`config.mk`:
```
export PLATFORM = sky130hd
export DESIGN_NAME = uart_line_engine
export DESIGN_NICKNAME = d
export VERILOG_FILES = /design/src/rtl/uart_lc_pkg.sv /design/src/rtl/uart_lc_baud.sv /design/src/rtl/uart_lc_sync.sv /design/src/rtl/uart_lc_tx.sv /design/src/rtl/uart_lc_rx.sv /design/src/rtl/uart_line_engine.sv
export SDC_FILE = /design/constraint.sdc
export NUM_CORES = 1
export LEC_CHECK = 0
export ABC_CLOCK_PERIOD_IN_PS = 5100
export BUFFER_PORTS_ARGS = -buffer_cell sky130_fd_sc_hd__buf_2
export CELL_PAD_IN_SITES_DETAIL_PLACEMENT = 2
export CELL_PAD_IN_SITES_GLOBAL_PLACEMENT = 2
export CORE_MARGIN = 3
export CORE_UTILIZATION = 35
export CTS_BUF_LIST = sky130_fd_sc_hd__clkbuf_4
export DETAILED_ROUTE_END_ITERATION = 16
export PLACE_DENSITY_LB_ADDON = 0.12
export SYNTH_ARGS = -nofsm -noshare
export SYNTH_HDL_FRONTEND = slang
export SYNTH_SLANG_ARGS = --single-unit
```
`constraint.sdc`:
```
create_clock -name clk -period 5.1 [get_ports clk]
set_input_delay 0.51 -clock clk [delete_from_list [all_inputs] [get_ports clk]]
set_output_delay 0.51 -clock clk [all_outputs]
set_load 0.02 [all_outputs]
```
`src/rtl/uart_lc_pkg.sv`:
```
package uart_lc_pkg;

    localparam int OVS     = 16;
    localparam int TCW     = $clog2(2 * OVS) + 1;
    localparam int BYTE_W  = 8;
    localparam int DIV_W   = 2 * BYTE_W;

    localparam logic [1:0] ADDR_DATA  = 2'd0;
    localparam logic [1:0] ADDR_DIVHI = 2'd1;
    localparam logic [1:0] ADDR_LCR   = 2'd2;

    typedef struct packed {
        logic       dl_sel;
        logic       brk;
        logic       par_stick;
        logic       par_even;
        logic       par_en;
        logic       stop2;
        logic [1:0] len;
    } line_cfg_t;

    typedef struct packed {
        logic       par_stick;
        logic       par_even;
        logic       par_en;
        logic [1:0] len;
    } frame_fmt_t;

    typedef enum logic [2:0] {
        PH_IDLE,
        PH_START,
        PH_DATA,
        PH_PAR,
        PH_STOP,
        PH_HOLD
    } frame_phase_e;

    function automatic logic [BYTE_W-1:0] char_mask(input logic [1:0] len);
        return 8'hFF >> (2'd3 - len);
    endfunction

    function automatic logic [2:0] last_idx(input logic [1:0] len);
        return 3'd4 + {1'b0, len};
    endfunction

    function automatic logic parity_of(input logic [BYTE_W-1:0] d, input frame_fmt_t f);
        logic [BYTE_W-1:0] m;
        m = d & char_mask(f.len);
        if (f.par_stick)
            return ~f.par_even;
        return f.par_even ? ^m : ~^m;
    endfunction

    function automatic logic [TCW-1:0] stop_len(input logic stop2, input logic [1:0] len);
        if (!stop2)
            return TCW'(OVS);
        return (len == 2'd0) ? TCW'(OVS + OVS / 2) : TCW'(2 * OVS);
    endfunction

endpackage

```
`src/rtl/uart_lc_baud.sv`:
```
module uart_lc_baud
    import uart_lc_pkg::*;
(
    input  logic             clk,
    input  logic             rst,
    input  logic [DIV_W-1:0] divisor,
    output logic             tick
);
    logic [DIV_W-1:0] cnt;

    always_ff @(posedge clk) begin
        if (rst) begin
            cnt  <= '0;
            tick <= 1'b0;
        end else begin
            tick <= 1'b0;
            if (divisor == '0) begin
                cnt <= '0;
            end else if (cnt == '0) begin
                cnt  <= divisor - 1'b1;
                tick <= 1'b1;
            end else begin
                cnt <= cnt - 1'b1;
            end
        end
    end
endmodule

```
`src/rtl/uart_lc_sync.sv`:
```
module uart_lc_sync #(
    parameter int STAGES = 2
) (
    input  logic clk,
    input  logic rst,
    input  logic d,
    output logic q
);
    logic [STAGES-1:0] chain;

    always_ff @(posedge clk) begin
        if (rst)
            chain <= '1;
        else
            chain <= {chain[STAGES-2:0], d};
    end

    assign q = chain[STAGES-1];
endmodule

```
`src/rtl/uart_lc_tx.sv`:
```
module uart_lc_tx
    import uart_lc_pkg::*;
(
    input  logic              clk,
    input  logic              rst,
    input  logic              tick,
    input  logic              start,
    input  logic [BYTE_W-1:0] data,
    input  frame_fmt_t        fmt,
    input  logic              stop2,
    output logic              busy,
    output logic              line
);
    frame_phase_e      phase;
    logic [TCW-1:0]    tcnt;
    logic [2:0]        bcnt;
    logic [BYTE_W-1:0] sr;
    frame_fmt_t        fmt_q;
    logic              stop2_q;
    logic              par_q;
    logic [TCW-1:0]    bit_len;
    logic              bit_done;

    assign bit_len  = (phase == PH_STOP) ? stop_len(stop2_q, fmt_q.len) : TCW'(OVS);
    assign bit_done = (tcnt == bit_len - 1'b1);
    assign busy     = (phase != PH_IDLE);

    always_comb begin
        unique case (phase)
            PH_START: line = 1'b0;
            PH_DATA:  line = sr[0];
            PH_PAR:   line = par_q;
            default:  line = 1'b1;
        endcase
    end

    always_ff @(posedge clk) begin
        if (rst) begin
            phase   <= PH_IDLE;
            tcnt    <= '0;
            bcnt    <= '0;
            sr      <= '0;
            fmt_q   <= '0;
            stop2_q <= 1'b0;
            par_q   <= 1'b0;
        end else begin
            case (phase)
                PH_IDLE: begin
                    if (start) begin
                        sr      <= data;
                        fmt_q   <= fmt;
                        stop2_q <= stop2;
                        par_q   <= parity_of(data, fmt);
                        tcnt    <= '0;
                        phase   <= PH_START;
                    end
                end
                default: begin
                    if (tick) begin
                        if (!bit_done) begin
                            tcnt <= tcnt + 1'b1;
                        end else begin
                            tcnt <= '0;
                            case (phase)
                                PH_START: begin
                                    phase <= PH_DATA;
                                    bcnt  <= '0;
                                end
                                PH_DATA: begin
                                    sr <= {1'b0, sr[BYTE_W-1:1]};
                                    if (bcnt == last_idx(fmt_q.len))
                                        phase <= fmt_q.par_en ? PH_PAR : PH_STOP;
                                    else
                                        bcnt <= bcnt + 1'b1;
                                end
                                PH_PAR:  phase <= PH_STOP;
                                default: phase <= PH_IDLE;
                            endcase
                        end
                    end
                end
            endcase
        end
    end
endmodule

```
`src/rtl/uart_lc_rx.sv`:
```
module uart_lc_rx
    import uart_lc_pkg::*;
(
    input  logic              clk,
    input  logic              rst,
    input  logic              tick,
    input  logic              rxd,
    input  frame_fmt_t        fmt,
    output logic              valid,
    output logic [BYTE_W-1:0] data,
    output logic              perr,
    output logic              ferr
);
    frame_phase_e      phase;
    logic [TCW-1:0]    tcnt;
    logic [2:0]        bcnt;
    logic [BYTE_W-1:0] sr;
    frame_fmt_t        fmt_q;
    logic              par_q;
    logic [BYTE_W-1:0] aligned;

    assign aligned = sr >> (2'd3 - fmt_q.len);

    always_ff @(posedge clk) begin
        if (rst) begin
            phase <= PH_IDLE;
            tcnt  <= '0;
            bcnt  <= '0;
            sr    <= '0;
            fmt_q <= '0;
            par_q <= 1'b0;
            valid <= 1'b0;
            data  <= '0;
            perr  <= 1'b0;
            ferr  <= 1'b0;
        end else begin
            valid <= 1'b0;
            case (phase)
                PH_IDLE: begin
                    if (!rxd) begin
                        phase <= PH_START;
                        tcnt  <= '0;
                        fmt_q <= fmt;
                    end
                end
                PH_START: begin
                    if (tick) begin
                        if (tcnt == TCW'(OVS / 2 - 1)) begin
                            tcnt <= '0;
                            if (!rxd) begin
                                phase <= PH_DATA;
                                bcnt  <= '0;
                            end else begin
                                phase <= PH_IDLE;
                            end
                        end else begin
                            tcnt <= tcnt + 1'b1;
                        end
                    end
                end
                PH_HOLD: begin
                    if (rxd)
                        phase <= PH_IDLE;
                end
                default: begin
                    if (tick) begin
                        if (tcnt != TCW'(OVS - 1)) begin
                            tcnt <= tcnt + 1'b1;
                        end else begin
                            tcnt <= '0;
                            case (phase)
                                PH_DATA: begin
                                    sr <= {rxd, sr[BYTE_W-1:1]};
                                    if (bcnt == last_idx(fmt_q.len))
                                        phase <= fmt_q.par_en ? PH_PAR : PH_STOP;
                                    else
                                        bcnt <= bcnt + 1'b1;
                                end
                                PH_PAR: begin
                                    par_q <= rxd;
                                    phase <= PH_STOP;
                                end
                                PH_STOP: begin
                                    valid <= 1'b1;
                                    data  <= aligned;
                                    ferr  <= ~rxd;
                                    perr  <= fmt_q.par_en && (par_q != parity_of(aligned, fmt_q));
                                    phase <= rxd ? PH_IDLE : PH_HOLD;
                                end
                                default: phase <= PH_IDLE;
                            endcase
                        end
                    end
                end
            endcase
        end
    end
endmodule

```
`src/rtl/uart_line_engine.sv`:
```
module uart_line_engine
    import uart_lc_pkg::*;
#(
    parameter int SYNC_STAGES = 2
) (
    input  logic              clk,
    input  logic              rst,
    input  logic [1:0]        reg_addr,
    input  logic              reg_wr,
    input  logic [BYTE_W-1:0] reg_wdata,
    output logic [BYTE_W-1:0] reg_rdata,
    output logic [BYTE_W-1:0] rx_data,
    output logic              rx_valid,
    output logic              rx_parity_err,
    output logic              rx_frame_err,
    output logic              tx_busy,
    output logic              ser_out,
    input  logic              ser_in
);
    line_cfg_t         lcr_q;
    logic [BYTE_W-1:0] div_lo;
    logic [BYTE_W-1:0] div_hi;
    logic [DIV_W-1:0]  divisor;
    frame_fmt_t        fmt;
    logic              tick;
    logic              tx_start;
    logic              tx_line;
    logic              rxd;

    assign divisor  = {div_hi, div_lo};
    assign fmt      = '{par_stick: lcr_q.par_stick, par_even: lcr_q.par_even,
                        par_en: lcr_q.par_en, len: lcr_q.len};
    assign tx_start = reg_wr && (reg_addr == ADDR_DATA) && !lcr_q.dl_sel && !tx_busy;

    always_ff @(posedge clk) begin
        if (rst) begin
            lcr_q  <= '0;
            div_lo <= '0;
            div_hi <= '0;
        end else if (reg_wr) begin
            case (reg_addr)
                ADDR_DATA:  if (lcr_q.dl_sel) div_lo <= reg_wdata;
                ADDR_DIVHI: if (lcr_q.dl_sel) div_hi <= reg_wdata;
                ADDR_LCR:   lcr_q <= line_cfg_t'(reg_wdata);
                default: ;
            endcase
        end
    end

    always_comb begin
        case (reg_addr)
            ADDR_DATA:  reg_rdata = lcr_q.dl_sel ? div_lo : rx_data;
            ADDR_DIVHI: reg_rdata = lcr_q.dl_sel ? div_hi : '0;
            ADDR_LCR:   reg_rdata = lcr_q;
            default:    reg_rdata = '0;
        endcase
    end

    always_ff @(posedge clk) begin
        if (rst)
            ser_out <= 1'b1;
        else
            ser_out <= lcr_q.brk ? 1'b0 : tx_line;
    end

    uart_lc_baud u_baud (
        .clk     (clk),
        .rst     (rst),
        .divisor (divisor),
        .tick    (tick)
    );

    uart_lc_sync #(.STAGES(SYNC_STAGES)) u_sync (
        .clk (clk),
        .rst (rst),
        .d   (ser_in),
        .q   (rxd)
    );

    uart_lc_tx u_tx (
        .clk   (clk),
        .rst   (rst),
        .tick  (tick),
        .start (tx_start),
        .data  (reg_wdata),
        .fmt   (fmt),
        .stop2 (lcr_q.stop2),
        .busy  (tx_busy),
        .line  (tx_line)
    );

    uart_lc_rx u_rx (
        .clk   (clk),
        .rst   (rst),
        .tick  (tick),
        .rxd   (rxd),
        .fmt   (fmt),
        .valid (rx_valid),
        .data  (rx_data),
        .perr  (rx_parity_err),
        .ferr  (rx_frame_err)
    );
endmodule

```
-- After elaboration in Yosys (flattened, before gate mapping)
Index checks and enable logic that the tools add are counted.
- register bits: 106
- bits of input ports: 14
- logic and storage cells: 207
- $add $sub $neg: 11
- equal/unequal tests: 29
- shift-type cells: 3
- mux-type cells: 76
- bitwise logic cells: 11
- reductions and logical operators: 43
- operator list (operator ; count):
    $mux W6 ; 12
    $mux W3 ; 23
    $mux W8 ; 7
    $logic_not A16 Y1 ; 2
    $sub A16 B1 Y16 const B ; 2
    $pmux W3 S3 ; 3
    $mux W1 ; 24
    $pmux W8 S3 ; 1
    $reduce_and A4 Y1 ; 6
    $pmux W6 S3 ; 1
    $and A8 B8 Y8 ; 2
    $mux W16 ; 1
    $ne A2 B2 Y1 const B ; 8
    $reduce_xnor A8 Y1 ; 2
    $reduce_xor A8 Y1 ; 2
    $shr A8 B2 Y8 const A ; 2
    $reduce_and A7 Y1 ; 2
    $add A6 B1 Y6 const B ; 2
    $eq A3 B2 Y1 const B ; 4
    $pmux W3 S2 ; 2
    $reduce_bool A2 Y1 ; 6
    $eq A3 B3 Y1 const B ; 3
    $not A1 Y1 ; 9
    $reduce_and A2 Y1 ; 4
    29 further kinds ; 43

-- Depth between registers and ports, before layout
Gate-level depths: netlist (run 1).
- depth in word-level cells: 14
- gate-level depth with buffers: 11
- mapped depth without buffers: 10

-- Cells and area by module
A second synthesis (run 1) with hierarchy kept.
- cell total of the unflattened synthesis: 687
- area total of the unflattened synthesis: 5839.4 µm²
- by module, submodules not included (module ; instances ; cells each ; area an instance (µm²) ; seq. area each (µm²)):
    uart_lc_rx ; 1 ; 234 ; 2020.7 ; 740.7
    uart_lc_tx ; 1 ; 174 ; 1451.4 ; 500.5
    uart_line_engine ; 1 ; 143 ; 1228.7 ; 500.5
    uart_lc_baud ; 1 ; 132 ; 1086.0 ; 340.3
    uart_lc_sync ; 1 ; 4 ; 52.6 ; 40.0

-- Least setup slack after synthesis (run 1)
OpenSTA, ideal clock, no wires.
- path type: register to register
- start: register u_baud.cnt[9]
- end: register u_baud.cnt[14]
- setup time: 117 ps
- arrival time: 2469 ps
- required time: 4983 ps
- path slack: 2513 ps
- stages on the path, launching flop included: 12
- buffers on the path: 1
- period minus slack after synthesis: 2587 ps
- path through: dfxtp_1 or4_1 nor3_2 and2_1 buf_2 a21oi_1 ha_1 nand2_1 a311oi_1 nand4_1 xnor2_1 nor2_1
- cells in the longest elaborated chain, start to end: 2
- elaborated cells between the ends (all ways): 3
- classes of those cells: add/sub (1); mux (1); reduce/logical (1)
- ends and longest elaborated chain (item ; RTL line ; text):
    from (decl) ; uart_lc_baud.sv:9 ; logic [DIV_W-1:0] cnt;
    from (signal assigned) ; uart_lc_baud.sv:20 ; cnt <= divisor - 1'b1;
    from (signal assigned) ; uart_lc_baud.sv:23 ; cnt <= cnt - 1'b1;
    $sub A16 B1 Y16 or $logic_not A16 Y1 (tied branches) ; uart_lc_baud.sv:23, uart_lc_baud.sv:19 ;
    $mux W16 * ; uart_lc_baud.sv:19 ; end else if (cnt == '0) begin
Every way passes the cells marked *; elsewhere a longest branch is shown, timed or not.
A chain may end at the register's enable or synchronous reset.

-- Worst setup path in the final report (run 1)
- start: register u_tx.phase[0]
- end: output tx_busy
- cells in the longest elaborated chain, start to end: 1
- ends and longest elaborated chain (item ; RTL line ; text):
    from (decl) ; uart_lc_tx.sv:14 ; frame_phase_e phase;
    from (signal assigned) ; uart_lc_tx.sv:72 ; phase <= fmt_q.par_en ? PH_PAR : PH_STOP;
    $reduce_bool A3 Y1 ; uart_lc_tx.sv:26 ; assign busy = (phase != PH_IDLE);
    to (decl) ; uart_line_engine.sv:16 ; output logic tx_busy,
No other way between the ends.

==> results of run 1 <==
## per-layer routing
layer  global-route usage  part of all wire
met5                    0                 0
met4               0.0448            0.0090
met3               0.0350             0.020
met2                0.361              0.52
met1                0.248              0.45
## power breakdown
group	leakage [uW]	internal, uW	switching [uW]
sequential	0.000857	845	25.4
clock	0.0000685	114	287
combinational	0.00127	84.5	141
## logic make-up after synthesis
| logic type | Yosys count | synth area share |
|---|---|---|
| AO/OA/AOI/OAI | 135 | 0.156 |
| XOR/XNOR | 37 | 0.0647 |
| adder cells (fa/ha/maj) | 6 | 0.0138 |
| buffers and inverters | 48 | 0.0368 |
| flip-flops | 106 | 0.390 |
| multiplexers | 50 | 0.0923 |
| AND/OR/NAND/NOR | 277 | 0.246 |
## registers in the layout (all words and copies together), names as in the netlist, 2 cells and up
| register | count |
|---|---|
| u_tx.tcnt | 6 |
| u_tx.bcnt | 3 |
| div_hi | 8 |
| u_rx.phase | 3 |
| u_rx.fmt_q | 5 |
| u_tx.phase | 3 |
| u_rx.tcnt | 6 |
| u_rx.bcnt | 3 |
| u_rx.sr | 8 |
| u_baud.cnt | 16 |
| u_rx.data | 8 |
| div_lo | 8 |
| u_tx.fmt_q | 3 |
| fmt | 5 |
| u_sync.chain | 2 |
| u_tx.sr | 8 |
| lcr_q | 3 |
## cells in the final DEF, fill, tap and decap left out, drive strengths merged, types with 3 or more instances in the layout
cell    instances
or3            12
dfxtp         106
nor2          111
nand3b          3
nand4           7
a31oi           6
nor4            5
xor2           12
mux2i          49
ha              6
nand2b          7
a211oi         11
xnor2          23
buf            37
a21oi          63
clkbuf         12
or2             7
o21ai          23
nor4b           3
nor3            6
nand3          12
nor3b           4
nand2          75
and2            4
or4             8
inv             8
clkinv          6
a311oi         12
## through the flow
stage                     worst slack [ns]  instances  power [uW]
after floorplan                       2.51        659        1050
after global placement                1.94        842        1100
after detailed placement              1.74        842        1120
after CTS                             1.52        858        1520
after global routing                  1.29        859        1580
final                                 1.61        859        1500
## final cells by class
| cell class | instances | area [sq um] | share of cell area |
|---|---|---|---|
| Multi-Input combinational cell | 505 | 3110 | 0.536 |
| Clock buffer | 12 | 90.1 | 0.0155 |
| Antenna cell | 1 | 2.50 | 0.000431 |
| Inverter | 10 | 37.5 | 0.00646 |
| Timing Repair Buffer | 37 | 193 | 0.0332 |
| Clock inverter | 4 | 18.8 | 0.00323 |
| Tap cell | 184 | 230 | 0.0396 |
| Sequential cell | 106 | 2120 | 0.365 |
## path summary, 6_finish.rpt
kind / from / to / slack (ns) / depth (start not counted)
worst min register to register: u_sync.chain[0] / u_sync.chain[1] / 0.43 / 1
worst max-delay path: u_tx.phase[0] / tx_busy / 1.61 / 3
worst min-delay path: ser_in / u_sync.chain[0] / 0.21 / 2
worst max register to register: u_tx.phase[0] / u_tx.sr[7] / 1.76 / 7
==> reports/results.ini, run 1 <==
[status]
outcome = complete, no violations

[worst_setup_path]
cpMaxStageDelayCell = nor3_1
critical_path_start_type = register
path_max_fanout = 12
critical_path.max_stage_delay_ns = 1.07
endpoint_kind = primary output
kind_of_cell_adding_the_most_delay_to_the_critical_path = simple AND/OR/NAND/NOR gates
worst-path-buf-inv = 2
cp.required_ns = 4.59
cp.arrival_ns = 2.98
path_class = register to primary output
worstPathCellList = nor3_1 -> clkinv_1 -> buf_2

[placement]
globalplace.congestion = 0.830
port_buffers = 34
dp.final_hpwl_um = 11900
place_area_sq_mm = 0.00570

[timing]
max_slew_margin = 0.148
setup_repair_after_global_routing_missed_its_margin = false
worst_hold_slack_after_final_layout_ns = 0.207
setup-tns-final_ns = 0
finalCriticalPeriod_ns = 3.49
report.final.hold_viol_count = 0
timing_max_transition_violations_final = 0
clock.fmax_mhz = 287
fin_crit_sh = 0.684
timing.clock.skew_ns = 0.0255
final_report_setup_violation_count = 0
timing_worst_slew_pin_value_ns = 1.27

[yosys]
synth_largest_area_cell = dfxtp_1
async_flop_share = 0
commonest_cells_post_synth = 110 x nor2_1, 106 x dfxtp_1, 75 x nand2_1
post_synthesis_net_count = 679
post-synth-top-count-cell = nor2_1
synth_edf_count = 0
ys.warnings.count = 0
synth_top_area_share = 0.390
synthDistinctLibCells = 65
synth_flop_cell = dfxtp_1
synthesis.area_per_instance_sq_um = 8.25
synth.top_cells.by_area = dfxtp_1 39%, mux2i_1 9.0%, nor2_1 7.6%, a21oi_1 5.8%, nand2_1 5.2%
synthCells = 659
synth.yosys.seq_area_share = 0.390
syn-cell-area_sq_mm = 0.00544
synth_seq_cells = 106

[detailed_routing]
via_count = 4777
post-route-drc-count = 0
wirelength_um = 16300
remaining_antenna_violation_count_after_routing = 0
routed_via_density = 5.56
drt_pass1_iterations = 4
routed_wire_length_per_instance_um = 19.0
detail_route.iter0.violations = 230

[clock_network]
tritoncts_num_sinks = 106
cts_made_buffers = 9
cts.htree.levels = 3
clock_tree.buffer_depth = 2
clk-insertion-delay-late_ns = 0.49
post_cts_buffers = 0
tritoncts = done
ctsResizeCount = 0
holdBufCountCts = 0
clk_transition_reported_paths_ns = 0.16
cts_root_buffer = clkbuf_4

[die]
initial_core_utilization = 0.366
die_outline_area_sq_mm = 0.0171
die_width_um = 131
die_h_um = 131
core_sq_mm = 0.0149
placement_rows = 44
pin_count = 35

[finish]
finish.utilization = 0.391
area.growth.synth_to_final_pct = 6.84
fin_nets = 689
layout-drive-gt1-share = 0.104
layout.filler_cells = 1734
postLayoutCellArea_sq_mm = 0.00581

[min_path]
min_path_type = primary input to register

[power]
p_leak_uw = 0.00220
powerDensity_mw_per_mm2 = 258
peakVddDrop_mv = 0.0888

[grt]
number_of_antenna_violations_at_the_first_check_in_global_routing = 1
grt_first_pass_wirelength_um = 26900
grt_pass1_vias = 5065
grt_max_degree = 45
total_global_routing_track_utilization = 0.200
grt_overflow_total = 0

[run]
max-cap-violations = 0

(Power assumes the default switching activity.)
==> inputs of run 2 (changes only) <==
--- a/config.mk
+++ b/config.mk
@@ -5,7 +5,7 @@
 export SDC_FILE = /design/constraint.sdc
 export NUM_CORES = 1
 export LEC_CHECK = 0
-export ABC_CLOCK_PERIOD_IN_PS = 5100
+export ABC_CLOCK_PERIOD_IN_PS = 3500
 export BUFFER_PORTS_ARGS = -buffer_cell sky130_fd_sc_hd__buf_2
 export CELL_PAD_IN_SITES_DETAIL_PLACEMENT = 2
 export CELL_PAD_IN_SITES_GLOBAL_PLACEMENT = 2
==> constraint.sdc (replaced) <==
create_clock -name clk -period 3.5 [get_ports clk]
set_input_delay 0.35 -clock clk [delete_from_list [all_inputs] [get_ports clk]]
set_output_delay 0.35 -clock clk [all_outputs]
set_load 0.02 [all_outputs]
==> reports/results.ini, run 2 (synthesis results as in run 1) <==
[detailed_routing]
detail_route.iter0.violations = 215  ; -6.5%
routed_via_density = 5.56  ; about the same
wirelength_um = 16300  ; +0.18%
via_count = 4815  ; +0.80%
post-route-drc-count = 0  ; unchanged
routed_wire_length_per_instance_um = 18.9  ; -0.63%
drt_pass1_iterations = 4  ; unchanged
remaining_antenna_violation_count_after_routing = 0  ; unchanged

[clock_network]
cts_root_buffer = clkbuf_4
cts.htree.levels = 3  ; unchanged
tritoncts_num_sinks = 106  ; unchanged
ctsResizeCount = 0  ; unchanged
clock_tree.buffer_depth = 2  ; unchanged
cts_made_buffers = 9  ; unchanged
clk-insertion-delay-late_ns = 0.49  ; about the same
tritoncts = done
clk_transition_reported_paths_ns = 0.17  ; about the same

[worst_setup_path]
critical_path_start_type = register
cp.arrival_ns = 3.28  ; +0.30 ns
path_max_fanout = 15  ; +3
cp.required_ns = 3.90  ; -0.69 ns
path_class = register to register
endpoint_kind = register

[finish]
fin_nets = 696  ; +1.0%
finish.utilization = 0.395  ; +0.00421
layout.cells.most_common_list = 110 x nor2_1, 106 x dfxtp_1, 75 x nand2_1, 63 x a21oi_1, 49 x mux2i_1
layout.cells.most_common = nor2_1
layout-drive-gt1-share = 0.110  ; +0.00627
largest_register_ff_count = 16  ; unchanged
layout.filler_cells = 1716  ; -1.0%
regMostFlops = u_baud.cnt
area.growth.synth_to_final_pct = 7.99

[die]
initial_core_utilization = 0.366  ; unchanged
die_width_um = 131  ; unchanged
core_sq_mm = 0.0149  ; unchanged
pin_count = 35  ; unchanged
placement_rows = 44  ; unchanged
die_h_um = 131  ; unchanged
die_outline_area_sq_mm = 0.0171  ; unchanged

[grt]
grt_max_degree = 80  ; +78%
grt_overflow_total = 0  ; unchanged
number_of_antenna_violations_at_the_first_check_in_global_routing = 1  ; unchanged
total_global_routing_track_utilization = 0.199  ; -0.00117
grt_first_pass_wirelength_um = 26800  ; -0.39%
grt_pass1_vias = 5077  ; +0.24%

[placement]
port_buffers = 34  ; unchanged
globalplace.congestion = 0.825  ; -0.58%
dp.final_hpwl_um = 11900  ; -0.36%

[timing]
timing.clock.skew_ns = 0.0166  ; -0.00890 ns
report.final.hold_viol_count = 0  ; unchanged
final_report_setup_violation_count = 0  ; unchanged
timing_worst_slew_pin_value_ns = 0.948  ; -0.320 ns
max_slew_margin = 0.364  ; +0.216
timing_max_transition_violations_final = 0  ; unchanged
setup_repair_after_global_routing_missed_its_margin = false
finalCriticalPeriod_ns = 2.88
worst_hold_slack_after_final_layout_ns = 0.153  ; -0.0538 ns
clock.fmax_mhz = 347
setup-tns-final_ns = 0  ; unchanged
fin_crit_sh = 0.822

[power]
p_leak_uw = 0.00223  ; +1.2%
peakVddDrop_mv = 0.128  ; +44%
powerDensity_mw_per_mm2 = 376  ; +46%

[status]
outcome = complete, no violations

[min_path]
min_path_type = primary input to register

[run]
max-cap-violations = 0  ; unchanged

-- run 2: path summary, 6_finish.rpt --
path / slack (ns) / endpoint / depth (start not counted) / from
worst max-delay path: 0.62 / u_tx.sr[6] / 9 / u_tx.phase[2]
worst min-delay path: 0.15 / div_hi[2] / 3 / reg_wdata[2]
worst max register to register: 0.62 / u_tx.sr[6] / 9 / u_tx.phase[2]
worst min register to register: 0.44 / u_sync.chain[1] / 1 / u_sync.chain[0]
-- run 2: cell type report --
| type | count | area, sq um | area share |
|---|---|---|---|
| multi-input combinational | 505 | 3110 | 0.530 |
| clock buffer | 10 | 75.1 | 0.0128 |
| sequential | 106 | 2120 | 0.362 |
| timing repair buffer | 44 | 248 | 0.0422 |
| clock inverter | 6 | 41.3 | 0.00703 |
| antenna | 1 | 2.50 | 0.000426 |
| inverter | 10 | 37.5 | 0.00640 |
| tap | 184 | 230 | 0.0392 |
-- run 2: metal layers --
layer,part of all wire,global-route usage
met1,0.46,0.254
met2,0.51,0.346
met3,0.024,0.0407
met4,0.0099,0.0454
met5,0,0
-- run 2: stage by stage --
stage / power [uW] / worst slack (ns) / instance area [sq um] / instances
floorplan: 1530 / 0.913 / 5440 / 659
global placement: 1630 / 0.835 / 5740 / 848
detailed placement: 1650 / 0.600 / 5740 / 848
CTS: 2250 / 0.563 / 5870 / 865
global route: 2340 / 0.288 / 5870 / 866
finish: 2210 / 0.621 / 5870 / 866
-- run 2: worst max-delay path, cell delays in order, from the launching register on --
cell       delay (ns)
dfxtp_1          0.61
nand4bb_4        0.17
nor3_1           0.19
ha_1             0.27
xnor2_1          0.14
nand4_1          0.11
a211o_1          0.35
a211oi_4         0.59
nor2_1           0.09
a311oi_1         0.28
-- run 2: power by group --
group / leakage (uW) / switching, uW / internal [uW] / total [uW]
sequential: 0.000857 / 26.0 / 1230 / 1260
clock: 0.0000621 / 435 / 155 / 590
combinational: 0.00131 / 221 / 138 / 360
-- run 2: repair_timing --
action | 4_1_cts | 5_1_grt
hold buffers | 1 | 0
endpoints found under the hold margin | 1 | 0
setup buffers | 0 | 0
